[src/rtl/acc_opctl_pkg.sv]
package acc_opctl_pkg;

  parameter int unsigned CODE_W   = 8;
  parameter int unsigned STATUS_W = 8;
  parameter int unsigned FATAL_W  = 8;

  // Sparse state codes, pairwise Hamming distance of at least 3.
  typedef enum logic [5:0] {
    ST_IDLE    = 6'b000111,
    ST_EXEC    = 6'b011001,
    ST_DWIPE   = 6'b101010,
    ST_IWIPE   = 6'b110100,
    ST_INTWIPE = 6'b111111,
    ST_LOCKED  = 6'b100001
  } seq_state_e;

  typedef enum logic [1:0] {
    OP_EXEC  = 2'd0,
    OP_DWIPE = 2'd1,
    OP_IWIPE = 2'd2,
    OP_NONE  = 2'd3
  } op_e;

  // Start pulse vector positions.
  localparam int unsigned SP_EXEC  = 0;
  localparam int unsigned SP_DWIPE = 1;
  localparam int unsigned SP_IWIPE = 2;
  localparam int unsigned SP_INT   = 3;
  localparam int unsigned SP_W     = 4;

  localparam logic [CODE_W-1:0] CMD_RUN    = 8'hD8;
  localparam logic [CODE_W-1:0] CMD_WIPE_D = 8'hC3;
  localparam logic [CODE_W-1:0] CMD_WIPE_I = 8'h1E;

  // Fatal cause positions used internally.
  localparam int unsigned FB_BAD_STATE = 4;
  localparam int unsigned FB_ESCALATE  = 6;
  localparam int unsigned FB_SW_FATAL  = 7;

  function automatic op_e decode_cmd(input logic [CODE_W-1:0] code);
    case (code)
      CMD_RUN:    return OP_EXEC;
      CMD_WIPE_D: return OP_DWIPE;
      CMD_WIPE_I: return OP_IWIPE;
      default:    return OP_NONE;
    endcase
  endfunction

  function automatic logic [STATUS_W-1:0] status_of(input seq_state_e s);
    case (s)
      ST_IDLE:    return 8'h00;
      ST_EXEC:    return 8'h01;
      ST_DWIPE:   return 8'h02;
      ST_IWIPE:   return 8'h03;
      ST_INTWIPE: return 8'h04;
      default:    return 8'hFF;
    endcase
  endfunction

  function automatic logic state_legal(input seq_state_e s);
    return (s == ST_IDLE) || (s == ST_EXEC) || (s == ST_DWIPE) ||
           (s == ST_IWIPE) || (s == ST_INTWIPE) || (s == ST_LOCKED);
  endfunction

  function automatic logic [FATAL_W-1:0] fatal_merge(
      input logic [FATAL_W-1:0] ext, input logic esc,
      input logic bad, input logic swf);
    logic [FATAL_W-1:0] v;
    v = ext;
    v[FB_ESCALATE]  = v[FB_ESCALATE] | esc;
    v[FB_BAD_STATE] = v[FB_BAD_STATE] | bad;
    v[FB_SW_FATAL]  = v[FB_SW_FATAL] | swf;
    return v;
  endfunction

endpackage

[src/rtl/acc_cmd_dec.sv]
module acc_cmd_dec
  import acc_opctl_pkg::*;
#(
  parameter int unsigned DATA_W = 32
) (
  input  logic [DATA_W-1:0] wdata_i,
  output logic              valid_o,
  output op_e               op_o
);

  always_comb begin
    op_o    = decode_cmd(wdata_i[CODE_W-1:0]);
    valid_o = (op_o != OP_NONE);
  end

endmodule

[src/rtl/acc_seq.sv]
module acc_seq
  import acc_opctl_pkg::*;
(
  input  logic            clk_i,
  input  logic            rst_ni,
  input  logic            cmd_we_i,
  input  logic            cmd_valid_i,
  input  op_e             cmd_op_i,
  input  logic            exec_done_i,
  input  logic            wipe_done_i,
  input  logic            fatal_any_i,
  output seq_state_e      state_o,
  output logic [SP_W-1:0] start_o,
  output logic            irq_o,
  output logic            idle_o,
  output logic            locked_o,
  output logic            bad_state_o
);

  seq_state_e      state_q, state_d;
  logic [SP_W-1:0] start_q, start_d;
  logic            irq_q, irq_d;
  logic            op_q, op_d;

  always_comb begin
    state_d = state_q;
    start_d = '0;
    irq_d   = 1'b0;
    op_d    = op_q;
    if (fatal_any_i) begin
      state_d = ST_LOCKED;
    end else begin
      case (state_q)
        ST_IDLE: begin
          if (cmd_we_i && cmd_valid_i) begin
            op_d = 1'b1;
            case (cmd_op_i)
              OP_EXEC:  begin state_d = ST_EXEC;  start_d[SP_EXEC]  = 1'b1; end
              OP_DWIPE: begin state_d = ST_DWIPE; start_d[SP_DWIPE] = 1'b1; end
              default:  begin state_d = ST_IWIPE; start_d[SP_IWIPE] = 1'b1; end
            endcase
          end
        end
        ST_EXEC: begin
          if (exec_done_i) begin
            state_d         = ST_INTWIPE;
            start_d[SP_INT] = 1'b1;
          end
        end
        ST_DWIPE, ST_IWIPE, ST_INTWIPE: begin
          if (wipe_done_i) begin
            state_d = ST_IDLE;
            irq_d   = op_q;
            op_d    = 1'b0;
          end
        end
        ST_LOCKED: state_d = ST_LOCKED;
        default:   state_d = ST_LOCKED;
      endcase
    end
  end

  always_ff @(posedge clk_i or negedge rst_ni) begin
    if (!rst_ni) begin
      state_q <= ST_INTWIPE;
      start_q <= SP_W'(1) << SP_INT;
      irq_q   <= 1'b0;
      op_q    <= 1'b0;
    end else begin
      state_q <= state_d;
      start_q <= start_d;
      irq_q   <= irq_d;
      op_q    <= op_d;
    end
  end

  assign state_o     = state_q;
  assign start_o     = start_q;
  assign irq_o       = irq_q;
  assign idle_o      = (state_q == ST_IDLE);
  assign locked_o    = (state_q == ST_LOCKED);
  assign bad_state_o = !state_legal(state_q);

  AST_LOCK_STICKY: assert property (@(posedge clk_i) disable iff (!rst_ni)
    locked_o |=> locked_o);
  AST_START_ONEHOT: assert property (@(posedge clk_i) disable iff (!rst_ni)
    $onehot0(start_q));
  AST_IRQ_AT_IDLE: assert property (@(posedge clk_i) disable iff (!rst_ni)
    irq_q |-> idle_o);
  AST_BUSY_CMD_DROP: assert property (@(posedge clk_i) disable iff (!rst_ni)
    (cmd_we_i && state_q == ST_EXEC && !exec_done_i && !fatal_any_i)
      |=> (state_q == ST_EXEC));

endmodule

[src/rtl/acc_err_bank.sv]
module acc_err_bank #(
  parameter int unsigned SW_W    = 6,
  parameter int unsigned REC_W   = 2,
  parameter int unsigned FAT_W   = 8,
  parameter int unsigned FAT_LSB = 16,
  parameter int unsigned REG_W   = 32
) (
  input  logic             clk_i,
  input  logic             rst_ni,
  input  logic             clr_i,
  input  logic             rep_i,
  input  logic [SW_W-1:0]  sw_i,
  input  logic [REC_W-1:0] rec_i,
  input  logic [FAT_W-1:0] fatal_i,
  input  logic             locked_i,
  output logic [REG_W-1:0] err_o,
  output logic [FAT_W-1:0] cause_o
);

  localparam int unsigned REC_LSB = SW_W;

  logic [REG_W-1:0] err_q, new_bits;
  logic [FAT_W-1:0] cause_q;

  always_comb begin
    new_bits = '0;
    if (rep_i) begin
      new_bits[SW_W-1:0]        = sw_i;
      new_bits[REC_LSB+:REC_W]  = rec_i;
    end
    new_bits[FAT_LSB+:FAT_W] = fatal_i;
  end

  always_ff @(posedge clk_i or negedge rst_ni) begin
    if (!rst_ni) begin
      err_q   <= '0;
      cause_q <= '0;
    end else begin
      err_q <= (clr_i ? '0 : err_q) | new_bits;
      if (!locked_i && (|fatal_i)) cause_q <= fatal_i;
    end
  end

  assign err_o   = err_q;
  assign cause_o = cause_q;

  AST_CAUSE_FROZEN: assert property (@(posedge clk_i) disable iff (!rst_ni)
    locked_i |=> $stable(cause_q));
  AST_ERR_CLR: assert property (@(posedge clk_i) disable iff (!rst_ni)
    (clr_i && !rep_i && fatal_i == '0) |=> (err_q == '0));

endmodule

[src/rtl/acc_opctl.sv]
module acc_opctl
  import acc_opctl_pkg::*;
#(
  parameter int unsigned DATA_W    = 32,
  parameter int unsigned SW_ERR_W  = 6,
  parameter int unsigned REC_ERR_W = 2,
  parameter int unsigned FATAL_LSB = 16
) (
  input  logic                 clk_i,
  input  logic                 rst_ni,
  input  logic                 cmd_we_i,
  input  logic [DATA_W-1:0]    cmd_wdata_i,
  input  logic                 ctrl_we_i,
  input  logic [DATA_W-1:0]    ctrl_wdata_i,
  input  logic                 errs_we_i,
  input  logic                 escalate_i,
  input  logic [FATAL_W-1:0]   fatal_err_i,
  output logic                 exec_start_o,
  input  logic                 exec_done_i,
  input  logic [SW_ERR_W-1:0]  exec_sw_err_i,
  input  logic [REC_ERR_W-1:0] exec_rec_err_i,
  output logic                 dmem_wipe_start_o,
  output logic                 imem_wipe_start_o,
  output logic                 state_wipe_start_o,
  input  logic                 wipe_done_i,
  output logic [STATUS_W-1:0]  status_o,
  output logic                 done_irq_o,
  output logic                 sw_errs_fatal_o,
  output logic [DATA_W-1:0]    err_bits_o,
  output logic [FATAL_W-1:0]   fatal_cause_o
);

  logic            cmd_valid;
  op_e             cmd_op;
  seq_state_e      state;
  logic [SP_W-1:0] start;
  logic            idle, locked, bad_state;
  logic            ctrl_q;
  logic            exec_report, sw_fatal_evt, fatal_any, err_clr;
  logic [FATAL_W-1:0] fatal_vec;

  acc_cmd_dec #(.DATA_W(DATA_W)) u_dec (
    .wdata_i (cmd_wdata_i),
    .valid_o (cmd_valid),
    .op_o    (cmd_op)
  );

  // Named events for the error bank and assertions.
  assign exec_report  = exec_done_i && (state == ST_EXEC);
  assign sw_fatal_evt = exec_report && ctrl_q && (|exec_sw_err_i);
  assign fatal_vec    = fatal_merge(fatal_err_i, escalate_i, bad_state, sw_fatal_evt);
  assign fatal_any    = |fatal_vec;
  assign err_clr      = errs_we_i && (idle || locked);

  acc_seq u_seq (
    .clk_i       (clk_i),
    .rst_ni      (rst_ni),
    .cmd_we_i    (cmd_we_i),
    .cmd_valid_i (cmd_valid),
    .cmd_op_i    (cmd_op),
    .exec_done_i (exec_done_i),
    .wipe_done_i (wipe_done_i),
    .fatal_any_i (fatal_any),
    .state_o     (state),
    .start_o     (start),
    .irq_o       (done_irq_o),
    .idle_o      (idle),
    .locked_o    (locked),
    .bad_state_o (bad_state)
  );

  acc_err_bank #(
    .SW_W    (SW_ERR_W),
    .REC_W   (REC_ERR_W),
    .FAT_W   (FATAL_W),
    .FAT_LSB (FATAL_LSB),
    .REG_W   (DATA_W)
  ) u_err (
    .clk_i    (clk_i),
    .rst_ni   (rst_ni),
    .clr_i    (err_clr),
    .rep_i    (exec_report),
    .sw_i     (exec_sw_err_i),
    .rec_i    (exec_rec_err_i),
    .fatal_i  (fatal_vec),
    .locked_i (locked),
    .err_o    (err_bits_o),
    .cause_o  (fatal_cause_o)
  );

  always_ff @(posedge clk_i or negedge rst_ni) begin
    if (!rst_ni)                ctrl_q <= 1'b0;
    else if (ctrl_we_i && idle) ctrl_q <= ctrl_wdata_i[0];
  end

  assign sw_errs_fatal_o    = ctrl_q;
  assign status_o           = status_of(state);
  assign exec_start_o       = start[SP_EXEC];
  assign dmem_wipe_start_o  = start[SP_DWIPE];
  assign imem_wipe_start_o  = start[SP_IWIPE];
  assign state_wipe_start_o = start[SP_INT];

  AST_CTRL_HOLD: assert property (@(posedge clk_i) disable iff (!rst_ni)
    !idle |=> $stable(ctrl_q));

endmodule

[config.mk]
export PLATFORM = sky130hd
export DESIGN_NAME = acc_opctl
export DESIGN_NICKNAME = d
export VERILOG_FILES = /design/src/rtl/acc_opctl_pkg.sv /design/src/rtl/acc_cmd_dec.sv /design/src/rtl/acc_seq.sv /design/src/rtl/acc_err_bank.sv /design/src/rtl/acc_opctl.sv
export SDC_FILE = /design/constraint.sdc
export NUM_CORES = 1
export LEC_CHECK = 0
export ABC_CLOCK_PERIOD_IN_PS = 7500
export BUFFER_PORTS_ARGS = -buffer_cell sky130_fd_sc_hd__buf_4
export CAP_MARGIN = 30
export CELL_PAD_IN_SITES_DETAIL_PLACEMENT = 0
export CELL_PAD_IN_SITES_GLOBAL_PLACEMENT = 2
export CORE_UTILIZATION = 25
export DETAILED_ROUTE_END_ITERATION = 12
export GPL_TIMING_DRIVEN = 0
export HOLD_SLACK_MARGIN = 0.03
export PLACE_DENSITY_LB_ADDON = 0.3
export SKIP_CTS_REPAIR_TIMING = 1
export SLEW_MARGIN = 20
export SYNTH_ARGS = -nofsm -noshare
export SYNTH_HDL_FRONTEND = slang
export SYNTH_HIERARCHICAL = 1
export SYNTH_SLANG_ARGS = --single-unit
[constraint.sdc]
create_clock -name clk_i -period 7.5 [get_ports clk_i]
set_clock_uncertainty 0.05 [all_clocks]
set_input_delay 0.75 -clock clk_i [delete_from_list [all_inputs] [get_ports clk_i]]
set_output_delay 0.75 -clock clk_i [all_outputs]
set_load 0.01 [all_outputs]
# After elaboration in Yosys (flattened, before gate mapping)
# Index checks and enable logic that the tools add are counted.
# Widths: inputs -> output; s select.
totals:
  reg_bits: 53
  latchBits: 0
  ramBits: 0
  rom_bits: 0
  in_bits: 88
  output_inout_bits: 54
  elab_cells: 75
  memories: 0
classes:
  add_sub_neg: 0
  n_mul: 0
  div: 0
  order_cmp: 0
  eq_ne: 16
  shifts: 0
  muxes: 24
  bitwise: 5
  n_reduce_logical: 23
op_table:
  columns: ["operator", "n"]
  rows:
  - ["$pmux 8 s5", 1]
  - ["$mux 32", 1]
  - ["$or 32x24->32", 1]
  - ["$eq 6x6->1 const B", 4]
  - ["$mux 6", 4]
  - ["$pmux 6 s3", 1]
  - ["$eq 8x8->1 const B", 2]
  - ["$pmux 6 s2", 1]
  - ["$mux 1", 10]
  - ["$eq 8x5->1 const B", 1]
  - ["$mux 8", 1]
  - ["$reduce_or 8->1", 1]
  - ["$logic_and 1x1->1", 7]
  - ["$eq 6x3->1 const B", 1]
  - ["$eq 6x5->1 const B", 1]
  - ["$logic_or 1x1->1", 6]
  - ["$mux 3", 2]
  - ["$ne 3x3->1 const B", 2]
  - ["$pmux 2 s3", 1]
  - ["$reduce_or 6->1", 1]
  - ["$mux 4", 1]
  - ["$ne 2x2->1 const B", 2]
  - ["$reduce_and 4->1", 1]
  - ["$ne 3x1->1 const B", 1]
  - ["11 further kinds", 14]

# Longest topological paths before layout
logic_depth:
  ltp_word: 11
  depth_mapped: 12
  ltp_nobuf: 11

# Hierarchy
# Netlist, hierarchy kept.
modules_own_cells:
  columns: ["mod", "instances", "cells_each", "area_each_um2", "seq_area_each_um2"]
  rows:
  - ["acc_err_bank", 1, 87, 1098.6, 600.6]
  - ["acc_seq", 1, 69, 701.9, 309.0]
  - ["acc_opctl", 1, 42, 297.8, 25.0]
  - ["acc_cmd_dec", 1, 10, 75.1, 0.0]

# Worst setup path after synthesis
# OpenSTA, ideal clock, no wires.
synth_path:
  path_type: "register -> register"
  startpoint: "register u_seq.state_q[3], in the netlist u_seq/state_o[3]"
  endpoint: "register u_seq.start_q[0], in the netlist u_seq/start_o[0]"
  setup_ps: 80
  arrival_ps: 2484
  required_ps: 7370
  slack_ps: 4886
  path_stages_with_launch: 12
  n_path_buf: 1
  period_less_slack_ps: 2614
  cell_sequence: "dfstp_2 -> and3_2 -> o2111ai_1 -> o21ai_1 -> nand3b_1 -> nor2_1 -> or2_0 -> nor4_1 -> o21ai_1 -> clkbuf_4 -> nor3_1 -> nor3b_2"
synth_via:
  elab_chain_cells: 10
  word_cells_on_any_way: 20
  classes_between: "6 x eq/ne; 2 x mux; 2 x bitwise; 10 x reduce/logical"
synth_rtl:
  columns: ["item", "line", "rtl"]
  rows:
  - ["start, declared", "acc_seq.sv:20", "seq_state_e state_q, state_d;"]
  - ["start signal, assigned", "acc_seq.sv:70", "state_q <= state_d;"]
  - ["$eq 6x3->1 or $eq 6x5->1 (tied branches)", "acc_opctl_pkg.sv:61", "return (s == ST_IDLE) || (s == ST_EXEC) || (s == ST_DWIPE) ||"]
  - ["$logic_or 1x1->1 (3 in series)", "acc_opctl_pkg.sv:61", null]
  - ["$logic_or 1x1->1", "acc_opctl_pkg.sv:62", "(s == ST_IWIPE) || (s == ST_INTWIPE) || (s == ST_LOCKED);"]
  - ["$logic_or 1x1->1 *", "acc_opctl_pkg.sv:62", null]
  - ["$logic_not 1->1 *", "acc_seq.sv:82", "assign bad_state_o = !state_legal(state_q);"]
  - ["net bad_state", "acc_opctl.sv:37", "logic idle, locked, bad_state;"]
  - ["$or 1x1->1 *", "acc_opctl_pkg.sv:71", "v[FB_BAD_STATE] = v[FB_BAD_STATE] | bad;"]
  - ["net fatal_vec[4]", "acc_opctl.sv:40", "logic [FATAL_W-1:0] fatal_vec;"]
  - ["$reduce_or 8->1 *", "acc_opctl.sv:52", "assign fatal_any = |fatal_vec;"]
  - ["net fatal_any", "acc_opctl.sv:39", "logic exec_report, sw_fatal_evt, fatal_any, err_clr;"]
  - ["$mux 4 *", "acc_seq.sv:30", "if (fatal_any_i) begin"]
  - ["net u_seq.start_d[0]", "acc_seq.sv:21", "logic [SP_W-1:0] start_q, start_d;"]
  - ["end signal, assigned", "acc_seq.sv:66", "start_q <= SP_W'(1) << SP_INT;"]
  - ["end signal, assigned", "acc_seq.sv:71", "start_q <= start_d;"]
  - ["end, declared", "acc_seq.sv:21", null]
# The timed path passes the listed nets; every way through them passes the cells marked *.
# A chain may end at the register's enable or synchronous reset.

# Worst setup path in the final report
# Ends and elaborated chain as after synthesis.

==> impl_results.md <==
* Unrepaired setup endpoints after global routing: false
* Largest buffer count on any clock path at 2
* Crit path cell chain: and3_2, o2111ai_1, o21ai_1, nand3b_1, nor2_1, or2_0, nor4_1, o21ai_1, clkbuf_4, nor3_1, nor3b_2
* Seq pwr share at 0.469
* Total Power at 0.446 mW
* Drt drc at 0
* Crit path launch type: flop
* Busiest grt layer: met2
* Worst Path Class, Setup: reg2reg
* Placed inst area at 0.00289 sq mm
* First-pass GRT wire length at 9550 um
* Worst Path Buf+Inv at 1
* Synthesized area per cell at 10.4 sq um
* Setup violators final at 0
* Vias in the first global route at 1912
* Routability-driven placement congestion ratio at 0.747
* Final Max Slew Viols at 0
* Clock tree from TritonCTS: built
* Final hold viol count at 0
* Power Internal at 0.345 mW
* Area Growth Syn to Fin at 38.2%
* Vias at 1882
* Yosys cell types at 54
* Tmin final at 3.19 ns
* Hold Crit Class: in2async
* Switching part of the total at 0.228
* DR WL/cell at 14.3 um
* Initial Util at 0.262
* Total core area at 0.00830 sq mm
* Clock network power share at 0.403
* PwrDens at 149 mW/mm^2
* Root buffer cell: clkbuf_8
* H-tree levels at 2
* Comb pwr share at 0.128
* Total CTS buffers at 5
* Rows at 33
* Detailed Route Iter0 Violations at 68
* Warnings from Yosys at 6
* DRT antenna net count at 0
* Post-synthesis register bit count at 37
* Antenna cells at 0
* Largest stage delay, worst path at 0.69 ns
* Largest net degree at the start of global routing at 38
* GRT Total Usage at 0.137
* Die X at 95.2 um
* Nets at 388
* Drt total wl at 5800 um
* Setup TNS at 0 ns
* Die height at 95.2 um
* Sequential area share after synthesis at 0.430
* Peak VDD IR at 0.0000644 V
* Met1 usage at 0.169
* CP required at 7.66 ns
* Status: finished clean
* Most frequent CP cell: o21ai_1
* Met3 global-route usage at 0.0327
* Total gr overflow at 0
* Finished Core Util at 0.362
* Leak at 1.40 nW
* Worst Max-Slew Pin Slew at 0.553 ns
* Synth Cell Area at 0.00217 sq mm
* Drt pass-1 iters at 4
* Final non-filler cell area at 0.00300 sq mm
* MaxCap Viol Count at 0
* Placed wire-length estimate at 4230 um
* Max-slew headroom at 0.631
* Vias per cell at 4.64
* Worst skew pair latency at 0.28 ns
* Critical Path Sink Type: flop
* I/O pins at 142
* Worst-case hold slack at 0.367 ns
* Fraction of registers with async set/reset at 1.00
* Final period util at 0.425
* Ys flop type: dfrtp_1
* Antenna violations before repair at 0
* Peak Freq at 314 MHz
* Commonest cells after routing, fill and taps aside: buf_4, dfrtp_1, conb_1, o21ai_1, nand2_1
* CP Max Fanout at 15
* IO buf count at 70
* CTS clk-pin slew, worst paths at 0.08 ns
* Clock sink count at 37
* Critical Path AT at 3.35 ns
* Psw at 0.102 mW
* Critical-path top delay cell: dfstp_2
* Fraction of layout cells with a size suffix above 1 at 0.412
* Met2 usage at 0.228
* Die area at 0.00907 sq mm
* Synthesized instance count at 208
* EDFF count, synth at 0
* Commonest non-fill, non-tap cell in the layout: buf_4
* CP top delay family: simple AND/OR/NAND/NOR gates
## stage by stage
stage / instances / setup WS [ns]
after floorplan: 223 / 4.89
after global placement: 398 / 4.28
after detailed placement: 398 / 4.26
after CTS: 406 / 4.26
after global routing: 406 / 4.00
final: 406 / 4.31
## state kept, by name, summed over array words and instances (netlist names)
| signal | count |
|---|---|
| u_err/cause_o | 8 |
| u_seq/irq_o | 1 |
| sw_errs_fatal_o | 1 |
| u_seq/op_q | 1 |
| u_seq/state_o | 6 |
| u_seq/start_o | 4 |
| u_err/err_o | 16 |
## path summary, 6_finish.rpt
path / endpoint / cells past startpoint / start / slack [ns]
max in group asynchronous: u_seq/state_o[4] / 1 / rst_ni / 6.67
worst min register to register: u_seq/op_q / 1 / u_seq/op_q / 0.43
worst max-delay path: u_seq/start_o[0] / 11 / u_seq/state_o[3] / 4.31
min in group clk_i: u_seq/op_q / 1 / u_seq/op_q / 0.43
worst min-delay path: u_err/err_o[22] / 1 / rst_ni / 0.37
worst max register to register: u_seq/start_o[0] / 11 / u_seq/state_o[3] / 4.31
## synthesized netlist by cell type (2+ instances only)
cell / instances / area, sq um
or4b_1: 8 / 80.1
a21o_2: 2 / 17.5
o21ai_1: 14 / 70.1
mux2i_1: 10 / 100
nor3_1: 5 / 25.0
or3_1: 3 / 18.8
nand2_1: 13 / 48.8
or4_1: 2 / 15.0
nand3b_1: 2 / 15.0
or4_4: 2 / 22.5
nor2b_1: 2 / 12.5
a221oi_2: 2 / 30.0
nand4bb_1: 6 / 67.6
and4b_1: 2 / 20.0
o21bai_1: 2 / 15.0
dfrtp_1: 30 / 751
a21o_1: 7 / 52.6
o21ai_0: 2 / 10.0
dfstp_2: 7 / 184
nor2_1: 9 / 33.8
a21oi_1: 4 / 20.0
clkbuf_1: 2 / 7.51
nand2b_1: 3 / 18.8
or4bb_1: 2 / 22.5
inv_1: 7 / 26.3
nor4bb_1: 2 / 20.0
nand3_1: 2 / 10.0
and2_1: 2 / 12.5
buf_4: 21 / 158
a22o_1: 8 / 70.1
nand3_2: 2 / 20.0
## metal layers
metal	vias to the layer above	wire length, um
li1	924	-
met1	895	2610
met2	54	2750
met3	9	336
met4	0	106
met5	-	0
## logic make-up after synthesis
group | count (synthesis) | share of synthesized area
simple gates | 79 | 0.263
compound gates | 48 | 0.161
flops | 37 | 0.430
buf+inv | 32 | 0.0933
mux | 11 | 0.0512
other cells | 1 | 0.00173
## worst register-to-register path: stages (launching register included)
cell and delay, ns:
dfstp_2 0.69, and3_2 0.25, o2111ai_1 0.13, o21ai_1 0.18, nand3b_1 0.19, nor2_1 0.07, or2_0 0.35, nor4_1 0.34
o21ai_1 0.10, clkbuf_4 0.20, nor3_1 0.36, nor3b_2 0.22
## power by group through the flow
stage	clock network [mW]	registers (mW)	logic, mW
2_1_floorplan	0	0.215	0.0216
3_3_place_gp	0	0.213	0.0576
3_5_place_dp	0	0.213	0.0579
4_1_cts	0.185	0.210	0.0579
5_1_grt	0.193	0.211	0.0637
6_report	0.180	0.210	0.0571
## area by class of cell
cell class	count	area, sq um
Buffer	24	173
Clock buffer	7	86.3
Clock inverter	1	30.0
Fill cell	873	5300
Inverter	8	30.0
Multi-Input combinational cell	154	1090
Sequential cell	37	935
Tap cell	105	131
Timing Repair Buffer	70	526
No activity file was read; power rests on OpenSTA's default activity.
